<file path="src/rtl/rxd_pkg.sv">
package rxd_pkg;

  localparam int WORD_W   = 32;
  localparam int LEN_W    = 16;
  localparam int OWN_BIT  = 31;
  localparam int MORE_BIT = 30;
  localparam int INTR_BIT = 29;
  localparam int OK_BIT   = 27;

  typedef enum logic [3:0] {
    ST_IDLE,
    ST_FETCH,
    ST_CHECK,
    ST_RECV,
    ST_WRITE,
    ST_STATUS,
    ST_WB,
    ST_POST,
    ST_ADV
  } rxdStateT;

  typedef enum logic [1:0] {
    SEL_FETCH,
    SEL_DATA,
    SEL_WB
  } addrSelT;

  // strobes from control to datapath
  typedef struct packed {
    logic kick;       // start of a chain walk: latch mode, reset word index
    logic capWord;    // capture memRdata into the cached descriptor
    logic startData;  // load fragment pointer and byte budget
    logic takeByte;   // accept one frame byte
    logic byteDone;   // a byte write completed
    logic setStatus;  // build completion status
    logic wbStep;     // a writeback word completed
    logic follow;     // load link into descriptor pointer
    logic setDone;    // chain ended on null link
    logic clrDone;    // chain continues
  } ctrlStrobeT;

endpackage

</file>
<file path="src/rtl/rxd_path.sv">
module rxd_path
  import rxd_pkg::*;
#(
  parameter int ADDR_W    = 32,
  parameter int ADDR_KEEP = 30
) (
  input  logic               clk,
  input  logic               rstN,
  input  ctrlStrobeT         strb,
  input  addrSelT            addrSel,
  input  logic               mode64,
  input  logic               ptrWrEn,
  input  logic [ADDR_W-1:0]  ptrWrData,
  input  logic [WORD_W-1:0]  memRdata,
  input  logic [7:0]         frmByte,
  input  logic               frmLast,
  input  logic [LEN_W-1:0]   frmLen,
  output logic [ADDR_W-1:0]  memAddr,
  output logic [WORD_W-1:0]  memWdata,
  output logic [ADDR_W-1:0]  descPtr,
  output logic               descDone,
  output logic               fetchLast,
  output logic               wbLast,
  output logic               ownSet,
  output logic               intrSet,
  output logic               linkZero,
  output logic               inBudget,
  output logic               lastSeen
);

  localparam int IDX_W     = 3;
  localparam int LINK_W    = 2 * WORD_W;
  localparam int OFF_NARROW = 8;
  localparam int OFF_WIDE   = 16;

  logic [ADDR_W-1:0] keepMask;

  generate
    for (genvar b = 0; b < ADDR_W; b++) begin : g_mask
      if (b < ADDR_KEEP) begin : g_keep
        assign keepMask[b] = 1'b1;
      end else begin : g_drop
        assign keepMask[b] = 1'b0;
      end
    end
  endgenerate

  logic              modeWide;
  logic [IDX_W-1:0]  wIdx;
  logic [LINK_W-1:0] linkQ;
  logic [WORD_W-1:0] bufQ;
  logic [WORD_W-1:0] cmdQ;
  logic [WORD_W-1:0] extQ;
  logic [ADDR_W-1:0] fragPtr;
  logic [LEN_W-1:0]  budget;
  logic [7:0]        byteQ;
  logic              lastQ;
  logic [LEN_W-1:0]  lenQ;
  logic [IDX_W-1:0]  slot;

  // normalise the word index to the wide layout
  always_comb begin
    if (modeWide) slot = wIdx;
    else if (wIdx < 3'd2) slot = {wIdx[1:0], 1'b0};
    else slot = wIdx + 3'd2;
  end

  always_ff @(posedge clk or negedge rstN) begin
    if (!rstN) begin
      descPtr  <= '0;
      descDone <= 1'b0;
      modeWide <= 1'b0;
      wIdx     <= '0;
      linkQ    <= '0;
      bufQ     <= '0;
      cmdQ     <= '0;
      extQ     <= '0;
      fragPtr  <= '0;
      budget   <= '0;
      byteQ    <= '0;
      lastQ    <= 1'b0;
      lenQ     <= '0;
    end else begin
      if (strb.follow) descPtr <= linkQ[ADDR_W-1:0];
      else if (ptrWrEn) descPtr <= ptrWrData;

      if (strb.setDone) descDone <= 1'b1;
      else if (strb.clrDone) descDone <= 1'b0;

      if (strb.kick) modeWide <= mode64;

      if (strb.kick || strb.follow) begin
        wIdx  <= '0;
        linkQ <= '0;
        bufQ  <= '0;
      end else if (strb.capWord) begin
        wIdx <= wIdx + 3'd1;
        case (slot)
          3'd0: linkQ[WORD_W-1:0]      <= memRdata;
          3'd1: linkQ[LINK_W-1:WORD_W] <= memRdata;
          3'd2: bufQ                   <= memRdata;
          3'd4: cmdQ                   <= memRdata;
          3'd5: extQ                   <= memRdata;
          default: ;
        endcase
      end else if (strb.setStatus) begin
        wIdx <= '0;
      end else if (strb.wbStep) begin
        wIdx <= wIdx + 3'd1;
      end

      if (strb.startData) begin
        fragPtr <= bufQ[ADDR_W-1:0];
        budget  <= cmdQ[LEN_W-1:0];
        lastQ   <= 1'b0;
      end

      if (strb.takeByte) begin
        byteQ <= frmByte;
        lastQ <= frmLast;
        if (frmLast) lenQ <= frmLen;
      end

      if (strb.byteDone) begin
        fragPtr <= fragPtr + 1'b1;
        budget  <= budget - 1'b1;
      end

      if (strb.setStatus) begin
        cmdQ[OWN_BIT]          <= 1'b1;
        cmdQ[MORE_BIT]         <= 1'b0;
        cmdQ[OK_BIT]           <= 1'b1;
        cmdQ[LEN_W-1:0]        <= lenQ;
      end
    end
  end

  logic [ADDR_W-1:0] wordOff;
  logic [ADDR_W-1:0] statOff;

  assign wordOff = ADDR_W'({wIdx, 2'b00});
  assign statOff = modeWide ? ADDR_W'(OFF_WIDE) : ADDR_W'(OFF_NARROW);

  always_comb begin
    unique case (addrSel)
      SEL_DATA: begin
        memAddr  = fragPtr;
        memWdata = {{(WORD_W-8){1'b0}}, byteQ};
      end
      SEL_WB: begin
        memAddr  = (descPtr + statOff + wordOff) & keepMask;
        memWdata = wIdx[0] ? extQ : cmdQ;
      end
      default: begin
        memAddr  = (descPtr + wordOff) & keepMask;
        memWdata = '0;
      end
    endcase
  end

  assign fetchLast = (wIdx == (modeWide ? 3'd5 : 3'd3));
  assign wbLast    = wIdx[0];
  assign ownSet    = cmdQ[OWN_BIT];
  assign intrSet   = cmdQ[INTR_BIT];
  assign linkZero  = (linkQ == '0);
  assign inBudget  = (budget != '0);
  assign lastSeen  = lastQ;

  // a byte write may only complete while budget remains
  assert_budget_R4: assert property (@(posedge clk) disable iff (!rstN)
    strb.byteDone |-> budget != '0);

endmodule

</file>
<file path="src/rtl/rxd_ctrl.sv">
module rxd_ctrl
  import rxd_pkg::*;
(
  input  logic       clk,
  input  logic       rstN,
  input  logic       cmdEnable,
  input  logic       cmdDisable,
  input  logic       memDone,
  input  logic       frmValid,
  input  logic       frmLast,
  input  logic       fetchLast,
  input  logic       wbLast,
  input  logic       ownSet,
  input  logic       intrSet,
  input  logic       linkZero,
  input  logic       inBudget,
  input  logic       lastSeen,
  output ctrlStrobeT strb,
  output addrSelT    addrSel,
  output logic       memReq,
  output logic       memWrite,
  output logic       memByte,
  output logic       frmReady,
  output logic       irqRxOk,
  output logic       irqRxDesc,
  output logic       irqRxIdle
);

  rxdStateT state;
  rxdStateT nextState;
  logic     rxOn;
  logic     enFire;

  assign enFire = cmdEnable && !cmdDisable;

  always_comb begin
    nextState = state;
    strb      = '0;
    addrSel   = SEL_FETCH;
    memReq    = 1'b0;
    memWrite  = 1'b0;
    memByte   = 1'b0;
    frmReady  = 1'b0;
    unique case (state)
      ST_IDLE: begin
        if (enFire) begin
          strb.kick = 1'b1;
          nextState = ST_FETCH;
        end
      end
      ST_FETCH: begin
        memReq = 1'b1;
        if (memDone) begin
          strb.capWord = 1'b1;
          if (fetchLast) nextState = ST_CHECK;
        end
      end
      ST_CHECK: begin
        if (ownSet) begin
          nextState = ST_IDLE;
        end else begin
          strb.startData = 1'b1;
          nextState = ST_RECV;
        end
      end
      ST_RECV: begin
        frmReady = 1'b1;
        if (frmValid) begin
          strb.takeByte = 1'b1;
          if (inBudget) nextState = ST_WRITE;
          else if (frmLast) nextState = ST_STATUS;
        end
      end
      ST_WRITE: begin
        addrSel  = SEL_DATA;
        memReq   = 1'b1;
        memWrite = 1'b1;
        memByte  = 1'b1;
        if (memDone) begin
          strb.byteDone = 1'b1;
          nextState = lastSeen ? ST_STATUS : ST_RECV;
        end
      end
      ST_STATUS: begin
        strb.setStatus = 1'b1;
        nextState = ST_WB;
      end
      ST_WB: begin
        addrSel  = SEL_WB;
        memReq   = 1'b1;
        memWrite = 1'b1;
        if (memDone) begin
          strb.wbStep = 1'b1;
          if (wbLast) nextState = ST_POST;
        end
      end
      ST_POST: begin
        nextState = rxOn ? ST_ADV : ST_IDLE;
      end
      ST_ADV: begin
        if (linkZero) begin
          strb.setDone = 1'b1;
          nextState = ST_IDLE;
        end else begin
          strb.follow  = 1'b1;
          strb.clrDone = 1'b1;
          nextState = ST_FETCH;
        end
      end
      default: nextState = ST_IDLE;
    endcase
  end

  always_ff @(posedge clk or negedge rstN) begin
    if (!rstN) begin
      state     <= ST_IDLE;
      rxOn      <= 1'b0;
      irqRxOk   <= 1'b0;
      irqRxDesc <= 1'b0;
      irqRxIdle <= 1'b0;
    end else begin
      state <= nextState;
      if (cmdDisable) rxOn <= 1'b0;
      else if (cmdEnable) rxOn <= 1'b1;
      irqRxOk   <= (state == ST_POST);
      irqRxDesc <= (state == ST_POST) && intrSet;
      irqRxIdle <= ((state == ST_CHECK) && ownSet) ||
                   ((state == ST_ADV) && linkZero);
    end
  end

endmodule

</file>
<file path="src/rtl/rxd_engine.sv">
module rxd_engine
  import rxd_pkg::*;
#(
  parameter int ADDR_W    = 32,
  parameter int ADDR_KEEP = 30
) (
  input  logic              clk,
  input  logic              rstN,
  input  logic              cmdEnable,
  input  logic              cmdDisable,
  input  logic              mode64,
  input  logic              ptrWrEn,
  input  logic [ADDR_W-1:0] ptrWrData,
  output logic [ADDR_W-1:0] descPtr,
  output logic              descDone,
  output logic              memReq,
  output logic              memWrite,
  output logic              memByte,
  output logic [ADDR_W-1:0] memAddr,
  output logic [31:0]       memWdata,
  input  logic [31:0]       memRdata,
  input  logic              memDone,
  input  logic              frmValid,
  input  logic [7:0]        frmByte,
  input  logic              frmLast,
  input  logic [15:0]       frmLen,
  output logic              frmReady,
  output logic              irqRxOk,
  output logic              irqRxDesc,
  output logic              irqRxIdle
);

  ctrlStrobeT strb;
  addrSelT    addrSel;
  logic fetchLast, wbLast, ownSet, intrSet, linkZero, inBudget, lastSeen;

  rxd_ctrl u_ctrl (
    .clk(clk), .rstN(rstN),
    .cmdEnable(cmdEnable), .cmdDisable(cmdDisable),
    .memDone(memDone), .frmValid(frmValid), .frmLast(frmLast),
    .fetchLast(fetchLast), .wbLast(wbLast), .ownSet(ownSet),
    .intrSet(intrSet), .linkZero(linkZero), .inBudget(inBudget),
    .lastSeen(lastSeen),
    .strb(strb), .addrSel(addrSel),
    .memReq(memReq), .memWrite(memWrite), .memByte(memByte),
    .frmReady(frmReady),
    .irqRxOk(irqRxOk), .irqRxDesc(irqRxDesc), .irqRxIdle(irqRxIdle)
  );

  rxd_path #(.ADDR_W(ADDR_W), .ADDR_KEEP(ADDR_KEEP)) u_path (
    .clk(clk), .rstN(rstN),
    .strb(strb), .addrSel(addrSel), .mode64(mode64),
    .ptrWrEn(ptrWrEn), .ptrWrData(ptrWrData),
    .memRdata(memRdata), .frmByte(frmByte), .frmLast(frmLast),
    .frmLen(frmLen),
    .memAddr(memAddr), .memWdata(memWdata),
    .descPtr(descPtr), .descDone(descDone),
    .fetchLast(fetchLast), .wbLast(wbLast), .ownSet(ownSet),
    .intrSet(intrSet), .linkZero(linkZero), .inBudget(inBudget),
    .lastSeen(lastSeen)
  );

  // a pending transfer keeps its request, address and data until done
  assert_req_hold_R10: assert property (@(posedge clk) disable iff (!rstN)
    memReq && !memDone |=> memReq && $stable(memAddr) && $stable(memWdata));

  // word transfers only touch descriptors, which are always masked
  assert_desc_mask_R2: assert property (@(posedge clk) disable iff (!rstN)
    memReq && !memByte |-> memAddr[ADDR_W-1:ADDR_KEEP] == '0);

  // completion and stop causes never coincide
  assert_irq_excl_R3: assert property (@(posedge clk) disable iff (!rstN)
    $onehot0({irqRxOk, irqRxIdle}));

  // the chain-end flag only rises together with the idle cause
  assert_done_idle_R8: assert property (@(posedge clk) disable iff (!rstN)
    $rose(descDone) |-> irqRxIdle);

endmodule

</file>
<file path="config.mk">
export PLATFORM = sky130hd
export DESIGN_NAME = rxd_engine
export DESIGN_NICKNAME = d
export VERILOG_FILES = /design/src/rtl/rxd_pkg.sv /design/src/rtl/rxd_path.sv /design/src/rtl/rxd_ctrl.sv /design/src/rtl/rxd_engine.sv
export SDC_FILE = /design/constraint.sdc
export NUM_CORES = 1
export LEC_CHECK = 0
export BUFFER_PORTS_ARGS = -buffer_cell sky130_fd_sc_hd__buf_4
export CORE_AREA = 5 5 179 181
export CTS_CLUSTER_SIZE = 12
export DETAILED_ROUTE_END_ITERATION = 8
export DIE_AREA = 0 0 184 186
export PLACE_DENSITY_LB_ADDON = 0.05
export SLEW_MARGIN = 20
export SYNTH_ARGS = -nofsm -noshare
export SYNTH_HDL_FRONTEND = slang
export SYNTH_SLANG_ARGS = --single-unit
</file>
<file path="constraint.sdc">
create_clock -name clk -period 9.9 [get_ports clk]
set_input_delay 1.98 -clock clk [delete_from_list [all_inputs] [get_ports clk]]
set_output_delay 1.98 -clock clk [all_outputs]
set_load 0.03 [all_outputs]
</file>
### Word level (Yosys, flattened, before mapping)

Index checks and enable logic that the tools add are counted.
Widths: inputs -> output; s select.

| operators by class | value |
|---|---|
| add/subtract/negate cells | 7 |
| $lt $le $gt $ge | 1 |
| eq/ne operators | 24 |
| muxes and demuxes | 69 |
| bitwise gates (word level) | 1 |
| reduce and logical (&&, ||, !) cells | 33 |

Operators with widths:

| operator | number |
|---|---|
| $mux 32 | 13 |
| $mux 64 | 2 |
| $pmux 32 s2 | 2 |
| $logic_not 64->1 | 1 |
| $add 30x5->30 | 2 |
| $mux 16 | 3 |
| $mux 4 | 10 |
| $pmux 4 s9 | 1 |
| $add 32x1->32 const B | 1 |
| $add 30x30->30 | 1 |
| $mux 3 | 9 |
| $mux 1 | 25 |
| $reduce_bool 2->1 | 11 |
| $eq 4x3->1 const B | 4 |
| $reduce_bool 16->1 | 1 |
| $sub 16x1->16 const B | 1 |
| $ne 2x2->1 const B | 6 |
| $reduce_and 3->1 | 3 |
| $eq 4x2->1 const B | 2 |
| $reduce_and 2->1 | 4 |
| $reduce_and 8->1 | 1 |
| $eq 3x3->1 const B | 2 |
| $mux 5 | 1 |
| $eq 4x1->1 const B | 1 |
| other kinds (22) | 28 |

| word-level totals | value |
|---|---|
| bits in registers | 278 |
| input bits | 97 |
| output and inout port bits | 104 |
| word-level logic and storage cells | 155 |

### Depth between registers and ports, before layout

| logic depth | value |
|---|---|
| depth after elaboration | 8 |
| gate-level depth with buffers | 12 |
| depth with buffers taken out | 11 |

### Hierarchy

Synthesis repeated with hierarchy kept, for this count alone.

| unflattened totals | value |
|---|---|
| cells, all modules | 1545 |
| area, all modules | 14956.8 um^2 |

By module, submodules not included:

| module | instances | cells each | area each (um^2) | sequential area each (um^2) |
|---|---|---|---|---|
| rxd_path | 1 | 1472 | 14348.8 | 6756.5 |
| rxd_ctrl | 1 | 73 | 608.1 | 200.2 |

### Worst setup path before layout

No wires, ideal clock.

| timing | value |
|---|---|
| path kind | register to output |
| start | register u_path.descPtr[3] |
| end | output memAddr[23] |
| data arrival time | 3.259 ns |
| data required time | 7.920 ns |
| setup slack | 4.661 ns |
| cell stages (with the launch flop) | 12 |
| path buffers | 0 |
| cell sequence | dfrtp_1 -> inv_1 -> fa_1 -> inv_1 -> ha_1 -> inv_1 -> fa_1 -> nor2b_1 -> o211ai_2 -> or4_1 -> and3_1 -> o32a_1 |

| between the ends | value |
|---|---|
| word-level cells in the longest chain between the ends | 3 |
| elaborated cells on any way between the ends | 4 |
| classes of those cells | 3 x add/sub; 1 x mux |

Ends and longest elaborated chain:

| item | RTL line | text |
|---|---|---|
| start, declared | rxd_path.sv:20 | `output logic [ADDR_W-1:0] descPtr,` |
| start signal, assigned | rxd_path.sv:84 | `if (strb.follow) descPtr <= linkQ[ADDR_W-1:0];` |
| start signal, assigned | rxd_path.sv:85 | `else if (ptrWrEn) descPtr <= ptrWrData;` |
| $add 30x30->30 | rxd_path.sv:151 | `memAddr = (descPtr + statOff + wordOff) & keepMask;` |
| $add 30x5->30 | rxd_path.sv:151 |  |
| $pmux 32 s2 * | rxd_path.sv:145 | `unique case (addrSel)` |
| end, declared | rxd_engine.sv:19 | `output logic [ADDR_W-1:0] memAddr,` |

Every way passes the cells marked *; elsewhere a longest branch is shown, timed or not.

### Worst setup path after layout

| timing | value |
|---|---|
| start | register u_path.wIdx[1] |
| end | output memAddr[23] |

| between the ends | value |
|---|---|
| word-level cells in the longest chain between the ends | 2 |
| elaborated cells on any way between the ends | 3 |
| classes of those cells | 2 x add/sub; 1 x mux |

Ends and longest elaborated chain:

| item | RTL line | text |
|---|---|---|
| start, declared | rxd_path.sv:49 | `logic [IDX_W-1:0] wIdx;` |
| start signal, assigned | rxd_path.sv:97 | `wIdx <= wIdx + 3'd1;` |
| start signal, assigned | rxd_path.sv:109 | `wIdx <= wIdx + 3'd1;` |
| $add 30x5->30 (on tied branches) | rxd_path.sv:155, rxd_path.sv:151 |  |
| $pmux 32 s2 * | rxd_path.sv:145 |  |

Marked as above.

==> qor.txt <==
status - complete, no violations
post-synth top area cell - dfrtp_1
main flop type after synthesis - dfrtp_1
Synth async-reset ratio - 100%
register area share after synthesis - 46.8%
Die X - 184 um
maximum vdd drop - 0.131 mV
Ports - 201
Initial Util - 49.1%
top cell type's share of synthesized area - 46.8%
first-pass GRT wire length - 73700 um
Final Hold Viols - 0
# DRC - 0
largest net degree at the start of global routing - 124
Worst Setup Start Kind - flop
worst setup path category - flop to primary output
CTS Hold Bufs - 0
die span in y - 186 um
Final nets - 1781
MaxCap Viol Count - 0
clock sink count - 278
CTS Buf Count - 30
H-Tree Depth - 1
synthesized area - 14900 um2
Crit. End Element - primary output
Net Count, Synth - 1639
Ys Warns - 0
Final Max Slew Viols - 0
post-synthesis area per instance - 9.76 um2
post-route cell area - 17600 um2
top post-synthesis cells by count - dfrtp_1, nand2_1, nor2_1
share of cells above drive strength 1 - 25.0%
Post-Route Skew - 0.00908 ns
global placer's final weighted congestion - 0.933
vias in the first global route - 12.2k
I/O Buffers - 200
Congestion Overflow GR - 0
Final ANT Viol Nets - 0
Vias per Instance - 6.10
1st-iter DRT viols - 1224
WL per Instance - 23.2 um
Row Count - 64
crit path DAT - 4.13 ns
clk_lat worst skew - 0.55 ns
Final WS setup - 3.79 ns
Final Power - 4880 uW
EDFF count, synth - 0
Synth cell types - 69
Post-CTS Resized - 0
initial antenna violation count - 1
setup_tns - 0 ns
GRT Overall Usage - 27.7%
synth top area cells - dfrtp_1, mux2_2, mux2i_1
CTS root buffer - clkbuf_16
Post-Synthesis Cells - 1522
top-count cell post-synth - dfrtp_1
Post-CTS Setup Bufs - 0
DR pass1 iterations - 5
endpoints failing setup - 0
worst relative slew slack - 22.5%
period utilization - 61.7%
ANT cells - 0
RSZ-0062 raised after global routing - no
minimum setup slack after placement - 4.39 ns
area grow syn2layout - 18.5%
Fmax - 164 MHz
cell area power density - 277 nW/um2
via count - 12.7k
total leakage power - 0.00800 uW
placed cell areas - 16600 um2
Clock Pin Slew Worst Setup and Hold Paths - 0.06 ns
min Tclk post-route - 6.11 ns
Crit Path Max Fanout - 12
core region area - 30300 um2
DIE AREA - 34200 um2
Worst-Margin Slew - 1.16 ns
HP Class - flop to flop
CTS tree - yes
Routed WL - 48300 um
post-detail-place hpwl - 33900 um
Synth Register Bits - 278
deepest clock path buffer count - 3
Req. time, crit path - 7.92 ns
==> through the flow <==
step	std cells	utilization, %	hold WS [ns]
after detailed placement	2028	54.8	0.470
after CTS	2078	58.1	0.487
final	2078	58.1	0.481
after floorplan	1522	-	0.444
after global placement	2028	54.8	0.464
after global routing	2078	58.1	0.513
==> cells in the final DEF, fill, tap and decap left out, types with 5 or more instances in the layout <==
cell type	n
nor3_1	32
dfrtp_1	277
o31ai_1	5
o211ai_1	10
xnor2_1	21
nand4_1	26
nor2_1	139
clkbuf_16	31
ha_1	16
a211oi_1	24
mux2i_1	72
nor4_1	30
and3_1	12
nand3_1	31
inv_1	29
o22ai_1	17
nand2_1	190
a21o_1	6
buf_4	216
nand2b_1	5
o21ai_0	71
a22oi_1	5
clkbuf_1	5
or3_1	5
o311ai_0	5
and2_1	7
nand4b_1	8
a311oi_1	14
a21oi_1	94
xor2_1	14
clkbuf_8	6
o221ai_1	13
and4_1	9
mux2_2	130
or4_1	10
a221o_1	7
nor2b_1	9
==> layer usage <==
layer / part of all wire [%] / up-vias / global-route usage (%)
met1: 46 / 6270 / 42.3
met2: 44 / 545 / 41.7
met4: 2.0 / 0 / 5.74
met5: 0 / - / 0
met3: 8.2 / 64 / 4.65
li1: - / 5795 / -
==> cell type report <==
class                           instances  area, um2
Clock buffer                           42        877
Inverter                               30        113
Sequential cell                       278       6960
Timing Repair Buffer                  219       1660
Multi-Input combinational cell       1105       7380
Fill cell                            2688      12700
Clock inverter                          8        118
Tap cell                              396        495
==> final timing paths <==
| check | from | to | slack [ns] | cells after the start |
|---|---|---|---|---|
| worst max-delay path | u_path.wIdx[1]$_DFFE_PN0P_ | memAddr[23] | 3.79 | 12 |
| worst min-delay path | u_path.lenQ[1]$_DFFE_PN0P_ | u_path.cmdQ[1]$_DFFE_PN0P_ | 0.48 | 2 |
| worst max register to register | u_ctrl.state[1]$_DFFE_PN0P_ | u_path.fragPtr[13]$_DFFE_PN0P_ | 6.91 | 5 |
| worst min register to register | u_path.lenQ[1]$_DFFE_PN0P_ | u_path.cmdQ[1]$_DFFE_PN0P_ | 0.48 | 2 |
| max in group asynchronous | rstN | u_path.descPtr[25]$_DFFE_PN0P_ | 7.03 | 2 |
| min in group asynchronous | rstN | u_path.lenQ[2]$_DFFE_PN0P_ | 1.51 | 1 |
==> sequential cells by signal, summed over array words and instances (netlist names) <==
register,cells
u_ctrl.irqRxDesc,1
u_ctrl.irqRxIdle,1
u_ctrl.irqRxOk,1
u_ctrl.rxOn,1
u_ctrl.state,4
u_path.budget,16
u_path.bufQ,32
u_path.byteQ,8
u_path.cmdQ,32
u_path.descDone,1
u_path.descPtr,32
u_path.extQ,32
u_path.fragPtr,32
u_path.lastSeen,1
u_path.lenQ,16
u_path.linkQ,64
u_path.modeWide,1
u_path.wIdx,3
==> critical path, stage by stage (launching register included) <==
cell	delay [ns]
dfrtp_1	0.60
inv_1	0.15
fa_1	0.46
inv_1	0.07
ha_1	0.15
inv_1	0.05
fa_1	0.40
nor2b_1	0.25
o211ai_2	0.25
or4_1	0.48
and3_1	0.19
o32a_1	0.34
buf_4	0.17
==> cell families after synthesis <==
group / after synthesis / synth area share [%]
AND/OR/NAND/NOR: 537 / 17.3
AO/OA/AOI/OAI: 311 / 13.5
flip-flops: 278 / 46.8
multiplexers: 202 / 14.7
buffers and inverters: 139 / 3.72
XOR/XNOR: 35 / 2.06
adder cells (fa/ha/maj): 20 / 1.89
==> power breakdown <==
| part | switching (uW) | leakage (uW) | internal (uW) | total [uW] |
|---|---|---|---|---|
| registers | 426 | 0.00359 | 1520 | 1950 |
| logic | 1070 | 0.00392 | 728 | 1790 |
| clock network | 450 | 0.000489 | 687 | 1140 |
(Power assumes the default switching activity.)
